<file path="config.mk">
export PLATFORM = sky130hd
export DESIGN_NAME = baudot_kbd_seq
export DESIGN_NICKNAME = d
export VERILOG_FILES = /design/src/rtl/baudot_pkg.sv /design/src/rtl/baudot_xlate_rom.sv /design/src/rtl/baudot_shift_fsm.sv /design/src/rtl/baudot_host_buf.sv /design/src/rtl/baudot_kbd_seq.sv
export SDC_FILE = /design/constraint.sdc
export NUM_CORES = 1
export LEC_CHECK = 0
export BUFFER_PORTS_ARGS = -buffer_cell sky130_fd_sc_hd__buf_2
export CAP_MARGIN = 10
export CORE_MARGIN = 2
export CORE_UTILIZATION = 52
export DETAILED_ROUTE_END_ITERATION = 6
export PLACE_DENSITY = 0.84
export SLEW_MARGIN = 15
export SYNTH_ARGS = -nofsm -noshare
export SYNTH_HDL_FRONTEND = slang
export SYNTH_SLANG_ARGS = --single-unit
</file>
<file path="constraint.sdc">
create_clock -name clk -period 1.4 [get_ports clk]
set_input_delay 0.07 -clock clk [delete_from_list [all_inputs] [get_ports clk]]
set_output_delay 0.07 -clock clk [all_outputs]
set_load 0.05 [all_outputs]
</file>
<file path="src/rtl/baudot_pkg.sv">
package baudot_pkg;
    localparam int CODE_W = 5;
    localparam int KEY_W  = 7;

    localparam logic [CODE_W-1:0] FIGS_CODE = 5'd27;
    localparam logic [CODE_W-1:0] LTRS_CODE = 5'd31;

    typedef enum logic [0:0] {
        ST_IDLE = 1'b0,
        ST_HOLD = 1'b1
    } seq_state_e;

    typedef struct packed {
        logic              both;
        logic              fig;
        logic [CODE_W-1:0] code;
    } xl_entry_t;
endpackage

</file>
<file path="src/rtl/baudot_xlate_rom.sv">
module baudot_xlate_rom
    import baudot_pkg::*;
(
    input  logic [KEY_W-1:0] key_i,
    output xl_entry_t        entry_o
);
    logic [KEY_W-1:0] key_up;

    always_comb begin
        if (key_i >= 7'h61 && key_i <= 7'h7A) begin
            key_up = key_i - 7'h20;
        end else begin
            key_up = key_i;
        end
    end

    always_comb begin
        entry_o = '0;
        unique case (key_up)
            7'h41: entry_o = '{1'b0, 1'b0, 5'd24};
            7'h42: entry_o = '{1'b0, 1'b0, 5'd19};
            7'h43: entry_o = '{1'b0, 1'b0, 5'd14};
            7'h44: entry_o = '{1'b0, 1'b0, 5'd18};
            7'h45: entry_o = '{1'b0, 1'b0, 5'd16};
            7'h46: entry_o = '{1'b0, 1'b0, 5'd22};
            7'h47: entry_o = '{1'b0, 1'b0, 5'd11};
            7'h48: entry_o = '{1'b0, 1'b0, 5'd5};
            7'h49: entry_o = '{1'b0, 1'b0, 5'd12};
            7'h4A: entry_o = '{1'b0, 1'b0, 5'd26};
            7'h4B: entry_o = '{1'b0, 1'b0, 5'd30};
            7'h4C: entry_o = '{1'b0, 1'b0, 5'd9};
            7'h4D: entry_o = '{1'b0, 1'b0, 5'd7};
            7'h4E: entry_o = '{1'b0, 1'b0, 5'd6};
            7'h4F: entry_o = '{1'b0, 1'b0, 5'd3};
            7'h50: entry_o = '{1'b0, 1'b0, 5'd13};
            7'h51: entry_o = '{1'b0, 1'b0, 5'd29};
            7'h52: entry_o = '{1'b0, 1'b0, 5'd10};
            7'h53: entry_o = '{1'b0, 1'b0, 5'd20};
            7'h54: entry_o = '{1'b0, 1'b0, 5'd1};
            7'h55: entry_o = '{1'b0, 1'b0, 5'd28};
            7'h56: entry_o = '{1'b0, 1'b0, 5'd15};
            7'h57: entry_o = '{1'b0, 1'b0, 5'd25};
            7'h58: entry_o = '{1'b0, 1'b0, 5'd23};
            7'h59: entry_o = '{1'b0, 1'b0, 5'd21};
            7'h5A: entry_o = '{1'b0, 1'b0, 5'd17};
            7'h30: entry_o = '{1'b0, 1'b1, 5'd13};
            7'h31: entry_o = '{1'b0, 1'b1, 5'd29};
            7'h32: entry_o = '{1'b0, 1'b1, 5'd25};
            7'h33: entry_o = '{1'b0, 1'b1, 5'd16};
            7'h34: entry_o = '{1'b0, 1'b1, 5'd10};
            7'h35: entry_o = '{1'b0, 1'b1, 5'd1};
            7'h36: entry_o = '{1'b0, 1'b1, 5'd21};
            7'h37: entry_o = '{1'b0, 1'b1, 5'd28};
            7'h38: entry_o = '{1'b0, 1'b1, 5'd12};
            7'h39: entry_o = '{1'b0, 1'b1, 5'd3};
            7'h2D: entry_o = '{1'b0, 1'b1, 5'd24};
            7'h2E: entry_o = '{1'b0, 1'b1, 5'd7};
            7'h2C: entry_o = '{1'b0, 1'b1, 5'd6};
            7'h2F: entry_o = '{1'b0, 1'b1, 5'd23};
            7'h3F: entry_o = '{1'b0, 1'b1, 5'd19};
            7'h07: entry_o = '{1'b0, 1'b1, 5'd20};
            7'h20: entry_o = '{1'b1, 1'b0, 5'd4};
            7'h0D: entry_o = '{1'b1, 1'b0, 5'd2};
            7'h0A: entry_o = '{1'b1, 1'b0, 5'd8};
            default: entry_o = '0;
        endcase
    end
endmodule

</file>
<file path="src/rtl/baudot_shift_fsm.sv">
module baudot_shift_fsm
    import baudot_pkg::*;
(
    input  logic              clk,
    input  logic              rst_n,
    input  logic              slot_i,
    input  logic              key_valid_i,
    input  xl_entry_t         entry_i,
    output logic              key_ready_o,
    output logic              deliver_o,
    output logic [CODE_W-1:0] deliver_code_o,
    output logic              shift_o
);
    seq_state_e        state_q, state_d;
    logic [CODE_W-1:0] pend_q, pend_d;
    logic              shift_q, shift_d;
    logic              accept;
    logic              mapped;
    logic              direct;

    assign accept = slot_i && key_valid_i && (state_q == ST_IDLE);
    assign mapped = (entry_i != '0);
    assign direct = entry_i.both || (entry_i.fig == shift_q);

    always_ff @(posedge clk or negedge rst_n) begin
        if (!rst_n) begin
            state_q <= ST_IDLE;
            pend_q  <= '0;
            shift_q <= 1'b0;
        end else begin
            state_q <= state_d;
            pend_q  <= pend_d;
            shift_q <= shift_d;
        end
    end

    always_comb begin
        state_d = state_q;
        pend_d  = pend_q;
        shift_d = shift_q;
        unique case (state_q)
            ST_IDLE: begin
                if (accept && mapped && !direct) begin
                    state_d = ST_HOLD;
                    pend_d  = entry_i.code;
                    shift_d = entry_i.fig;
                end
            end
            ST_HOLD: begin
                if (slot_i) begin
                    state_d = ST_IDLE;
                    pend_d  = '0;
                end
            end
            default: state_d = ST_IDLE;
        endcase
    end

    always_comb begin
        key_ready_o    = 1'b0;
        deliver_o      = 1'b0;
        deliver_code_o = '0;
        unique case (state_q)
            ST_IDLE: begin
                key_ready_o = slot_i;
                if (accept && mapped) begin
                    deliver_o = 1'b1;
                    if (direct) begin
                        deliver_code_o = entry_i.code;
                    end else begin
                        deliver_code_o = entry_i.fig ? FIGS_CODE : LTRS_CODE;
                    end
                end
            end
            ST_HOLD: begin
                if (slot_i) begin
                    deliver_o      = 1'b1;
                    deliver_code_o = pend_q;
                end
            end
            default: ;
        endcase
    end

    assign shift_o = shift_q;

    assert_hold_stalls_R8: assert property (@(posedge clk) disable iff (!rst_n)
        (state_q == ST_HOLD) |-> !key_ready_o);
    assert_hold_release_R6: assert property (@(posedge clk) disable iff (!rst_n)
        (state_q == ST_HOLD && slot_i) |=> (state_q == ST_IDLE));
    assert_shift_only_on_case_change_R7: assert property (@(posedge clk) disable iff (!rst_n)
        !$stable(shift_q) |-> (state_q == ST_HOLD));
    assert_no_slot_no_delivery_R10: assert property (@(posedge clk) disable iff (!rst_n)
        !slot_i |-> (!deliver_o && !key_ready_o));
endmodule

</file>
<file path="src/rtl/baudot_host_buf.sv">
module baudot_host_buf
    import baudot_pkg::*;
(
    input  logic              clk,
    input  logic              rst_n,
    input  logic              deliver_i,
    input  logic [CODE_W-1:0] code_i,
    input  logic              rd_i,
    output logic [CODE_W-1:0] buf_o,
    output logic              flag_o
);
    logic [CODE_W-1:0] buf_q;
    logic              flag_q;

    always_ff @(posedge clk or negedge rst_n) begin
        if (!rst_n) begin
            buf_q  <= '0;
            flag_q <= 1'b0;
        end else if (deliver_i) begin
            buf_q  <= code_i;
            flag_q <= 1'b1;
        end else if (rd_i) begin
            flag_q <= 1'b0;
        end
    end

    assign buf_o  = buf_q;
    assign flag_o = flag_q;

    assert_delivery_sets_flag_R9: assert property (@(posedge clk) disable iff (!rst_n)
        deliver_i |=> flag_q);
    assert_read_clears_flag_R9: assert property (@(posedge clk) disable iff (!rst_n)
        (rd_i && !deliver_i) |=> !flag_q);
    assert_buf_only_on_delivery_R4: assert property (@(posedge clk) disable iff (!rst_n)
        !$stable(buf_q) |-> $past(deliver_i));
endmodule

</file>
<file path="src/rtl/baudot_kbd_seq.sv">
module baudot_kbd_seq
    import baudot_pkg::*;
(
    input  logic              clk,
    input  logic              rst_n,
    input  logic              slot_i,
    input  logic              key_valid_i,
    input  logic [KEY_W-1:0]  key_code_i,
    output logic              key_ready_o,
    input  logic              rd_i,
    output logic [CODE_W-1:0] data_o,
    output logic              ready_flag_o,
    output logic              shift_fig_o
);
    xl_entry_t         entry;
    logic              deliver;
    logic [CODE_W-1:0] deliver_code;

    baudot_xlate_rom u_rom (
        .key_i   (key_code_i),
        .entry_o (entry)
    );

    baudot_shift_fsm u_fsm (
        .clk            (clk),
        .rst_n          (rst_n),
        .slot_i         (slot_i),
        .key_valid_i    (key_valid_i),
        .entry_i        (entry),
        .key_ready_o    (key_ready_o),
        .deliver_o      (deliver),
        .deliver_code_o (deliver_code),
        .shift_o        (shift_fig_o)
    );

    baudot_host_buf u_buf (
        .clk       (clk),
        .rst_n     (rst_n),
        .deliver_i (deliver),
        .code_i    (deliver_code),
        .rd_i      (rd_i),
        .buf_o     (data_o),
        .flag_o    (ready_flag_o)
    );
endmodule

</file>
### After elaboration in Yosys (flattened, before gate mapping)

Memories as Yosys holds them, arrays and structs flattened.
Cells that the tools add are included.

| storage, ports and cells | value |
|---|---|
| register bits | 13 |
| memory bits (read-only) | 896 |
| input port bits | 12 |
| output and inout port bits | 8 |
| logic and storage cells | 42 |
| memories kept | 1 |

Memories:

| name | depth | width | rd ports | clocked after Yosys merged registers in | wr ports | RTL line | RTL |
|---|---|---|---|---|---|---|---|
| (no name shown) | 128 | 7 | 1 | 0 | 0 | baudot_xlate_rom.sv:19 | `unique case (key_up)` |

| cells by class | value |
|---|---|
| add/subtract/negate cells | 1 |
| order comparisons | 2 |
| equal/unequal tests | 3 |
| muxes and demuxes | 18 |
| bitwise gates (word level) | 1 |
| reductions and logical operators | 11 |

Operator list:

| kind | number |
|---|---|
| $mux W5 | 5 |
| $pmux W5 S2 | 2 |
| $ge A7 B7 Y1 const B | 1 |
| $le A7 B7 Y1 const B | 1 |
| $mux W1 | 7 |
| $mux W7 | 1 |
| $reduce_bool A7 Y1 | 1 |
| $sub A7 B6 Y7 const B | 1 |
| $logic_and A1 B1 Y1 | 5 |
| $ne A2 B2 Y1 const B | 2 |
| $pmux W1 S2 | 2 |
| $reduce_and A2 Y1 | 2 |
| $mux W3 | 1 |
| $reduce_bool A2 Y1 | 1 |
| $eq A1 B1 Y1 | 1 |
| $logic_not A1 Y1 | 1 |
| $logic_or A1 B1 Y1 | 1 |
| $not A1 Y1 | 1 |

### Depth between registers and ports, before layout

Gate-level depths: netlist (run 1).
An unclocked memory read counts as a cell.

| depth | value |
|---|---|
| depth in word-level cells | 10 |
| gate-level depth with buffers | 12 |
| gate-level depth less buffers | 11 |

### Modules after synthesis

Synthesis (run 1) repeated with hierarchy kept, for this count alone.

| unflattened totals | value |
|---|---|
| cell total of the unflattened synthesis | 201 |
| area, all modules | 1652.8 um^2 |

Modules (own cells, without submodules):

| module | times used | cells each | area an instance (um^2) | seq. area each (um^2) |
|---|---|---|---|---|
| baudot_xlate_rom | 1 | 134 | 929.6 | 0.0 |
| baudot_shift_fsm | 1 | 53 | 474.2 | 175.2 |
| baudot_host_buf | 1 | 14 | 249.0 | 150.1 |

### Worst setup path after synthesis (run 1)

No wires, ideal clock.

| path | value |
|---|---|
| kind | input -> register |
| start point | input key_code_i[2] |
| end point | register u_buf.buf_q[0], in the netlist u_buf.buf_o[0] |
| library setup time | 0.126 ns |
| arrival | 2.589 ns |
| required time | 1.274 ns |
| setup slack | -1.315 ns |
| stages on the path | 12 |
| path buffers | 1 |
| cell sequence | buf_6 > inv_1 > ha_1 > and3b_1 > a211oi_2 > mux2i_1 > a21oi_1 > a311o_1 > nor4b_4 > a21oi_2 > a21boi_0 > a221o_1 |

| on the way | value |
|---|---|
| word-level cells in the longest chain between the ends | 9 |
| elaborated cells on any way between the ends | 15 |
| classes of those cells | add/sub: 1; order compare: 2; eq/ne: 1; mux: 6; reduce/logical: 4; memory: 1 |

RTL lines:

| what | RTL line | RTL |
|---|---|---|
| start: declaration | baudot_kbd_seq.sv:8 | `input logic [KEY_W-1:0] key_code_i,` |
| $ge A7 B7 Y1 or $le A7 B7 Y1 (tied branches) | baudot_xlate_rom.sv:10 | `if (key_i >= 7'h61 && key_i <= 7'h7A) begin` |
| $logic_and A1 B1 Y1 | baudot_xlate_rom.sv:10 |  |
| $mux W7 (*) | baudot_xlate_rom.sv:10 |  |
| $mem_v2 Z128 W7 (*) | n/a |  |
| $eq A1 B1 Y1 | baudot_shift_fsm.sv:23 | `assign direct = entry_i.both \|\| (entry_i.fig == shift_q);` |
| $logic_or A1 B1 Y1 | baudot_shift_fsm.sv:23 |  |
| $mux W5 | baudot_shift_fsm.sv:68 | `if (direct) begin` |
| $mux W5 | baudot_shift_fsm.sv:66 | `if (accept && mapped) begin` |
| $pmux W5 S2 | baudot_shift_fsm.sv:63 | `unique case (state_q)` |
| end signal: assignment | baudot_host_buf.sv:20 | `buf_q <= code_i;` |
| end: declaration | baudot_host_buf.sv:12 | `logic [CODE_W-1:0] buf_q;` |

Every way passes the cells marked *; elsewhere a longest branch is shown, timed or not.
A chain may end at the register's enable or synchronous reset.

### Final worst setup path (run 1)

| path | value |
|---|---|
| start point | input key_code_i[1] |
| end point | register u_fsm.shift_q, in the netlist u_fsm.shift_o |

| on the way | value |
|---|---|
| word-level cells in the longest chain between the ends | 9 |
| elaborated cells on any way between the ends | 13 |
| classes of those cells | add/sub: 1; order compare: 2; eq/ne: 1; mux: 1; reduce/logical: 7; memory: 1 |

RTL lines:

| what | RTL line | RTL |
|---|---|---|
| $ge A7 B7 Y1 or $le A7 B7 Y1 (tied branches) | baudot_xlate_rom.sv:10 |  |
| $logic_and A1 B1 Y1 | baudot_xlate_rom.sv:10 |  |
| $mux W7 (*) | baudot_xlate_rom.sv:10 |  |
| $mem_v2 Z128 W7 (*) | n/a |  |
| $eq A1 B1 Y1 | baudot_shift_fsm.sv:23 |  |
| $logic_or A1 B1 Y1 | baudot_shift_fsm.sv:23 |  |
| $logic_not A1 Y1 | baudot_shift_fsm.sv:43 | `if (accept && mapped && !direct) begin` |
| $logic_and A1 B1 Y1 | baudot_shift_fsm.sv:43 |  |
| $reduce_and A2 Y1 (no source line) | n/a |  |
| end signal: assignment | baudot_shift_fsm.sv:33 | `shift_q <= shift_d;` |
| end: declaration | baudot_shift_fsm.sv:16 | `logic shift_q, shift_d;` |

Marked as above.

==> flow_summary.ini, run 1 <==
[drt]
drt-pass1-iter-count = 6
vias_per_cell = 6.08
wirelength_um = 6050
drt_iter0_drc = 242
drt.antenna.violating_nets = 0
num_vias = 1995
avgRoutedWirePerCell_um = 18.4
drc = 0

[layout]
layout-drive-gt1-share_pct = 48.2
regArea_sq_um = 325
nets = 308
diodes = 0
fill_cells = 194
postLayoutCellArea_sq_um = 2550
syn_to_final_growth_pct = 49.7
postLayoutCoreUtil_pct = 82.9
multiInputGateArea_sq_um = 1480

[synthesis]
synth.area.top_cells = dfrtp_1 19%, ha_1 8.1%, o21ai_0 4.4%, mux2i_1 4.1%, nand2_1 4.0%
synth_cells = 204
synth-seq-cells = 13
synth_edf_count = 0
synth_area_sq_um = 1700
synthFlopType = dfrtp_1
async_reset_ff_share_pct = 100
yosysWarnings = 0
synth_nets = 227
yosysUniqueCellTypes = 58
avgSynthCellArea_sq_um = 8.35
synth_top_area_share_pct = 19.1
ys_seq_area_share_pct = 19.1
yosys.area.top_type = dfrtp_1

[clock_network]
clockRootBuffer = clkbuf_4
cts_tree = done
clk_path_buf_depth = 2
clock_sinks = 13
clock_latency_ps = 280
path_clk_slew_ps = 80
htree_levels = 1
cts-buffers-inserted = 3

[floorplan]
die_area_sq_um = 3750
core_area_sq_um = 3080
die-width_um = 61.2
start_util_pct = 55.4
io_pins = 20
die_h_um = 61.2
rows = 20

[sta]
drv_slew = 0
layout_setup_ws_ps = -1190
min_period_ps = 2590
finalSetupTns_ps = -14770
tightest_slew_ps = 467
rsz0062_at_grt = true
setup_viol = 13
timing.final.crit_share_pct = 185
hold_viol_final = 0
slew_headroom_pct = 68.6
fmax_mhz = 386
clock_skew_ps = 6.94

[setup_path]
crit_path_max_fanout = 7
cp-end-kind = flip-flop
cp-start-kind = primary input
worstRegToRegCells = 7
required_ps = 1560
crit_arrival_ps = 2760
critPathKind = in2reg

[power]
netSwitchingPower_mw = 1.01
power_frac_clock_pct = 11.1
p_leak_nw = 1.13
pwr-share-comb_pct = 61.3
swShare_pct = 46.8
ir_drop_uv = 405
power_density_nw_per_um2 = 843
power_mw = 2.15
p_int_mw = 1.14
seq_power_share_pct = 27.6

[outcome]
violations = negative setup slack
outcome = finished with violations

[place]
gp_congestion = 0.941
hpwl_um = 4070
pre_cts_ws_ps = -1590
port-buffer-count = 19
dpl_cell_area_sq_um = 2270

[hold_path]
min_path_type = in2reg
whs_path_depth = 3

[grt]
antenna_found_initial = 0
grt_max_degree = 28
grt_pass1_vias = 1987
grt_remaining_overflow = 0
grtUsageTotal_pct = 31.3
grt_pass1_wl_um = 8960

[run]
max_cap_violations = 0
worst paths after layout:
kind	to	from	slack, ps
min	u_fsm.state_q	slot_i	190
min in group asynchronous	u_buf.buf_o[0]	rst_n	200
max	u_fsm.shift_o	key_code_i[1]	-1190
min reg2reg	u_fsm.pend_q[4]	u_fsm.pend_q[4]	520
max in group asynchronous	u_buf.buf_o[3]	rst_n	970
max reg2reg	u_fsm.shift_o	u_fsm.state_q	-300
kinds of logic after synthesis:
| logic type | count (synthesis) | share of synthesized area, % |
|---|---|---|
| and+or+nand+nor | 75 | 24.4 |
| AOI/OAI and AO/OA | 74 | 32.8 |
| buffers and inverters | 18 | 5.29 |
| muxes | 13 | 10.3 |
| DFF | 13 | 19.1 |
| adders and majority gates | 11 | 8.08 |
cell usage after synthesis, drive strengths merged, types with 5 or more instances:
| cell | n |
|---|---|
| buf | 6 |
| ha | 11 |
| nor2 | 19 |
| nor2b | 8 |
| a21boi | 5 |
| and2 | 5 |
| a21oi | 12 |
| nand2 | 18 |
| a22o | 5 |
| nand3 | 6 |
| mux2i | 8 |
| o21ai | 17 |
| dfrtp | 13 |
| inv | 8 |
| a221o | 5 |
power by group through the flow:
stage | registers [mW] | logic, mW | clock network, mW
floorplan | 0.812 | 0.489 | 0
global placement | 0.567 | 1.08 | 0
detailed placement | 0.576 | 1.12 | 0
CTS | 0.576 | 1.22 | 0.225
global route | 0.596 | 1.39 | 0.247
finish | 0.594 | 1.32 | 0.238
layout by cell type, fill, tap and decap left out, types with 6 or more instances in the layout:
master | Yosys | routed
dfrtp_1 | 13 | 13
buf_2 | 3 | 17
o21ai_0 | 15 | 13
nor2b_1 | 8 | 8
buf_4 | 1 | 63
ha_1 | 11 | 9
inv_1 | 8 | 6
nand2_1 | 18 | 17
nor2_1 | 18 | 16
final cells by class:
| class | instances | share of cell area (%) |
|---|---|---|
| clock buffer | 4 | 1.03 |
| timing repair buffer | 86 | 24.6 |
| tap | 44 | 2.16 |
| inverter | 8 | 1.47 |
| sequential | 13 | 12.8 |
| multi-input combinational | 173 | 58.0 |
sequential cells by signal, indices dropped and copies added, names as in the netlist:
register,flops
u_buf.buf_o,5
u_fsm.pend_q,5
u_buf.flag_o,1
u_fsm.shift_o,1
u_fsm.state_q,1
worst max-delay path, cell delays in order:
cell and delay [ps]:
buf_8 80, clkinvlp_4 160, ha_4 220, a211oi_4 310, a21oi_4 150, mux2i_4 260, nand2_1 180, o221ai_2 250
a311oi_2 70, buf_4 170, a21oi_4 270, buf_4 170, buf_6 90, o21ai_0 90, a22o_1 200
through the flow:
step / hold WS [ps] / instances
4_1_cts: 156 / 326
3_5_place_dp: -38.0 / 315
2_1_floorplan: -226 / 204
5_1_grt: 200 / 328
3_3_place_gp: -43.5 / 315
6_report: 195 / 328
timing repair:
item | in CTS | in global routing
hold endpoints to repair | 14 | 0
endpoints found under the setup margin | 13 | 13
hold buffers | 2 | 0
pin swaps | 13 | 6
buffers inserted | 5 | 2
gates resized for setup | 28 | 13
layer usage:
metal | global-route usage, % | wire length (um) | vias up
li1 | - | - | 926
met1 | 35.5 | 2350 | 940
met2 | 60.6 | 3170 | 101
met3 | 2.94 | 313 | 28
met4 | 9.63 | 220 | 0
met5 | 0 | 0 | -
No activity file was read; power rests on OpenSTA's default activity.
==> run 2, diff against run 1 <==
--- a/config.mk
+++ b/config.mk
@@ -10,7 +10,7 @@
 export CORE_MARGIN = 2
 export CORE_UTILIZATION = 52
 export DETAILED_ROUTE_END_ITERATION = 6
-export PLACE_DENSITY = 0.84
+export PLACE_DENSITY = 0.77
 export SLEW_MARGIN = 15
 export SYNTH_ARGS = -nofsm -noshare
 export SYNTH_HDL_FRONTEND = slang
==> run 2 against run 1 <==
  * The flow still finishes with violations (negative setup slack)
  * Sequential cell count unchanged
  * Routed wire length shrank 13%
  * Combinational power shrank 5%
  * Design area increased by 0.69%
  * Non-clock buffer count is 2 higher
  * Sequential power is 4.7% lower
  * Clock-buffer cell count fell by 1
  * Critical path depth fell by 2
  * First-iteration DRC count shrank 57%
  * Maximum frequency rose by 5.7%
  * Die area stayed put
  * Via count shrank 4.1%
  * Critical endpoint is now u_buf.buf_o[2]
==> flow_summary.ini, run 2 (synthesis results as in run 1) <==
[grt]
grtUsageMet2_pct = 51.2
grt_max_degree = 28
use_met1_pct = 34.6
antenna_found_initial = 0
grt_pass1_wl_um = 8030
grtUsageTotal_pct = 28.5
top_usage_layer = met2
grt_pass1_vias = 1783
grt_remaining_overflow = 0
met3_usage_pct = 1.89

[sta]
slew_headroom_pct = 75.6
min_period_ps = 2450
setup_viol = 13
timing.final.crit_share_pct = 175
rsz0062_at_grt = true
fmax_mhz = 408
layout_setup_ws_ps = -1050
drv_slew = 0
clock_skew_ps = 2.63
tightest_slew_ps = 363
hold_viol_final = 0
holdWs_ps = 112

[clock_network]
path_clk_slew_ps = 80
cts_tree = done
clock_latency_ps = 280
clk_path_buf_depth = 2
htree_levels = 1
clockRootBuffer = clkbuf_4
cts-buffers-inserted = 3
clock_sinks = 13

[setup_path]
reg2reg_to = u_buf.buf_o[2]
slowest_stage = nor4b_4
rrSetupSlack_ps = -70
required_ps = 1560
critPathKind = in2reg
crit_arrival_ps = 2620
crit_path_max_fanout = 7
cp_common_cell = a211oi_4
slowest_delay_ps = 390
worstRegToRegCells = 5
crit_end = u_buf.buf_o[2]
crit_chain = buf_8 -> clkinvlp_4 -> ha_4 -> a211oi_4 -> buf_4 -> a211oi_4 -> mux2i_2 -> a21oi_2 -> a311o_1 -> nor4b_4 -> a21oi_4 -> a21boi_2 -> a221o_1
cp-end-kind = flip-flop
cp-startpoint = key_code_i[2]
worstReg2RegStart = u_fsm.state_q
cp-start-kind = primary input

[place]
gp_congestion = 0.960
dpl_cell_area_sq_um = 2320
hpwl_um = 3970
port-buffer-count = 19

[drt]
drt-pass1-iter-count = 4
avgRoutedWirePerCell_um = 15.9
vias_per_cell = 5.80
drt.antenna.violating_nets = 0
num_vias = 1914
wirelength_um = 5240
drc = 0
drt_iter0_drc = 103

[floorplan]
rows = 20
start_util_pct = 55.4
io_pins = 20
die-width_um = 61.2
die_h_um = 61.2
core_area_sq_um = 3080
die_area_sq_um = 3750

[layout]
layout_commonest_cell = buf_4
diodes = 0
syn_to_final_growth_pct = 50.7
fill_cells = 187
postLayoutCellArea_sq_um = 2570
layout-drive-gt1-share_pct = 49.3
layout_common_cells = 64 x buf_4, 18 x nand2_1, 18 x buf_2
postLayoutCoreUtil_pct = 83.5
nets = 310

[run]
max_cap_violations = 0

[power]
ir_drop_uv = 418
power_density_nw_per_um2 = 798
p_leak_nw = 1.15

[outcome]
outcome = finished with violations
violations = negative setup slack

[hold_path]
min_path_type = in2reg
==> run 2: layout make-up <==
class	count	area [sq um]	share of cell area (%)
repair buffers	88	657	25.6
multi-input cells	173	1470	57.1
well taps	44	55.1	2.14
flip-flops and latches	13	325	12.7
inverters	8	36.3	1.41
clock buffers	3	22.5	0.877
clock inverters	1	5.00	0.195
==> run 2: worst min-delay path by stage <==
stage          startpoint        endpoint  cells past startpoint
2_1_floorplan       rst_n  u_buf.buf_o[0]                      0
3_3_place_gp        rst_n  u_buf.buf_o[4]                      1
3_5_place_dp        rst_n  u_buf.buf_o[4]                      1
4_1_cts            slot_i   u_fsm.state_q                      3
5_1_grt            slot_i   u_fsm.state_q                      3
6_report           slot_i   u_fsm.state_q                      3
==> run 2: metal layers <==
metal / share of wire [%] / routed length (um)
met1: 42 / 2180
met2: 52 / 2730
met3: 3.1 / 161
met4: 3.2 / 170
met5: 0 / 0
==> run 2: metrics by stage <==
stage | TNS (ps) | cells | total power, mW | setup slack, ps
finish | -12830 | 330 | 2.05 | -1050
global route | -14230 | 330 | 2.16 | -1150
CTS | -12590 | 329 | 1.98 | -1030
detailed placement | -17140 | 318 | 1.68 | -1380
global placement | -16580 | 318 | 1.66 | -1350
floorplan | -13600 | 204 | 1.30 | -1130
==> run 2: worst max-delay path: cells and delay by family <==
family,cells,cell delay [ps]
AOI/OAI and AO/OA,7,1300
adders and majority gates,1,210
buffers and inverters,3,380
muxes,1,270
and+or+nand+nor,1,390
==> run 2: what timing repair did <==
item                       in CTS  in global routing
setup endpoints to repair      13                 13
gates resized for setup        26                 13
hold buffers                    2                  0
pin swaps                       8                  8
hold endpoints to repair       14                  0
setup buffers                   5                  1
==> run 2: report_power, final <==
| group | switching [mW] | internal, mW |
|---|---|---|
| registers | 0.0700 | 0.496 |
| logic | 0.723 | 0.529 |
| clock network | 0.127 | 0.106 |
==> run 3, diff against run 2 <==
--- a/config.mk
+++ b/config.mk
@@ -8,9 +8,9 @@
 export BUFFER_PORTS_ARGS = -buffer_cell sky130_fd_sc_hd__buf_2
 export CAP_MARGIN = 10
 export CORE_MARGIN = 2
-export CORE_UTILIZATION = 52
+export CORE_UTILIZATION = 36
 export DETAILED_ROUTE_END_ITERATION = 6
-export PLACE_DENSITY = 0.77
+export PLACE_DENSITY = 0.58
 export SLEW_MARGIN = 15
 export SYNTH_ARGS = -nofsm -noshare
 export SYNTH_HDL_FRONTEND = slang
==> run 3 against run 2 <==
  * The run still ends with negative setup slack left
  * Largest cell class unchanged
  * Routed wire length fell by 5.5%
  * Register-to-register slack improved by 30 ps
  * Maximum frequency fell by 2.2%
  * Sequential cell count did not move
  * First-iteration DRC count fell by 39%
==> flow_summary.ini, run 3 (synthesis results as in run 1) <==
[outcome]
outcome = finished with violations
violations = negative setup slack

[drt]
drt-pass1-iter-count = 4
drt.antenna.violating_nets = 0
drt_iter0_drc = 63
num_vias = 1863
vias_per_cell = 5.40
drc = 0
wirelength_um = 4950
avgRoutedWirePerCell_um = 14.3

[clock_network]
cts_tree = done
clk_path_buf_depth = 2
clock_latency_ps = 240
clockRootBuffer = clkbuf_8
clock_sinks = 13
path_clk_slew_ps = 50
cts-buffers-inserted = 3
htree_levels = 1

[power]
p_leak_nw = 1.18
ir_drop_uv = 379
power_density_nw_per_um2 = 809
power_mw = 2.14

[grt]
grt_remaining_overflow = 0
antenna_found_initial = 0
grtUsageTotal_pct = 20.0
grt_pass1_vias = 1887
grt_max_degree = 28
grt_pass1_wl_um = 8450

[setup_path]
crit_arrival_ps = 2620
cp_common_cell = a21oi_4
cp.buffers_inverters = 2
cp-start-kind = primary input
crit_path_max_fanout = 7
worstRegToRegCells = 7
rrSetupSlack_ps = -40
reg2reg_to = u_fsm.shift_o
cp-end-kind = flip-flop
critPathKind = in2reg
path_delay_family = compound AO/OA/AOI/OAI gates
worstReg2RegStart = u_fsm.state_q
required_ps = 1510
crit_chain = buf_8 -> clkinvlp_4 -> ha_4 -> a211oi_4 -> a21oi_4 -> mux2_4 -> nor2_4 -> a311o_1 -> nor4b_4 -> a21oi_4 -> a21boi_2 -> a221o_1
slowest_stage = nor4b_4
slowest_delay_ps = 370

[floorplan]
die_area_sq_um = 5300
rows = 25
die-width_um = 72.8
die_h_um = 72.8
start_util_pct = 36.8
core_area_sq_um = 4630
io_pins = 20

[sta]
rsz0062_at_grt = true
layout_setup_ws_ps = -1110
holdWs_ps = 153
slew_headroom_pct = 74.2
finalSetupTns_ps = -13430
setup_viol = 13
hold_viol_final = 0
drv_slew = 0
timing.final.crit_share_pct = 179
clock_skew_ps = 2.74
fmax_mhz = 399
min_period_ps = 2510
tightest_slew_ps = 387

[layout]
layout_common_cells = 70 x buf_4, 18 x nand2_1, 18 x buf_2
postLayoutCoreUtil_pct = 57.2
multiInputGateArea_sq_um = 1490
layout-drive-gt1-share_pct = 49.8
nets = 315
diodes = 0
regArea_sq_um = 325
layout_commonest_cell = buf_4
fill_cells = 434
syn_to_final_growth_pct = 55.4

[place]
gp_congestion = 0.865
pre_cts_ws_ps = -1490
port-buffer-count = 19
hpwl_um = 4010

[hold_path]
worstHoldStart = slot_i
min_path_type = in2reg
min_to = u_fsm.state_q
whs_path_depth = 3

[run]
max_cap_violations = 0
[run 3: changes by cell type in the layout (fill, tap and decap cells not counted), sizes merged]
| cell | before | now |
|---|---|---|
| buf | 86 | 91 |
| clkinv | 1 | 0 |
| clkbuf | 3 | 4 |
[run 3: worst reg2reg max path, cell delays in order, from the launching register on]
cell and delay, ps:
dfrtp_1 370, nor2_1 120, nand2_1 130, a21oi_4 220, buf_4 150, buf_6 80
o21ai_0 70, a22o_1 180
[run 3: worst max-delay path by stage]
stage / from / endpoint / slack, ps / cells after the start
after floorplan: key_code_i[2] / u_buf.buf_o[0] / -1130 / 12
after global placement: key_code_i[1] / u_buf.buf_o[0] / -1400 / 12
after detailed placement: key_code_i[1] / u_buf.buf_o[0] / -1490 / 12
after CTS: key_code_i[2] / u_buf.buf_o[0] / -1080 / 12
after global routing: key_code_i[2] / u_buf.buf_o[0] / -1200 / 12
final: key_code_i[2] / u_buf.buf_o[0] / -1110 / 12
[run 3: through the flow]
stage / cell area, sq um / std cells
after floorplan: 1740 / 204
after global placement: 2370 / 335
after detailed placement: 2370 / 335
after CTS: 2610 / 345
after global routing: 2650 / 345
final: 2650 / 345
[run 3: what timing repair did]
action,4_1_cts,5_1_grt
hold buffers,2,0
buffers inserted,4,0
endpoints found under the hold margin,14,0
gates resized for setup,36,6
setup endpoints to repair,13,13
pin swaps,12,1
[run 3: layer usage]
layer | vias to the layer above | wire, um | global-route usage [%]
li1 | 937 | - | -
met3 | 10 | 158 | 2.07
met5 | - | 0 | 0
met4 | 0 | 92 | 4.12
met1 | 882 | 2090 | 24.5
met2 | 34 | 2610 | 37.4
[run 3: where the power goes]
part | internal [mW] | switching, mW
sequential | 0.497 | 0.0682
clock | 0.201 | 0.128
combinational | 0.535 | 0.713
total | 1.23 | 0.909
[run 3: layout make-up]
type / count / area share (%)
Tap cell: 54 / 2.55
Clock buffer: 4 / 1.70
Multi-Input combinational cell: 173 / 56.3
Sequential cell: 13 / 12.3
Timing Repair Buffer: 93 / 25.8
Inverter: 8 / 1.37
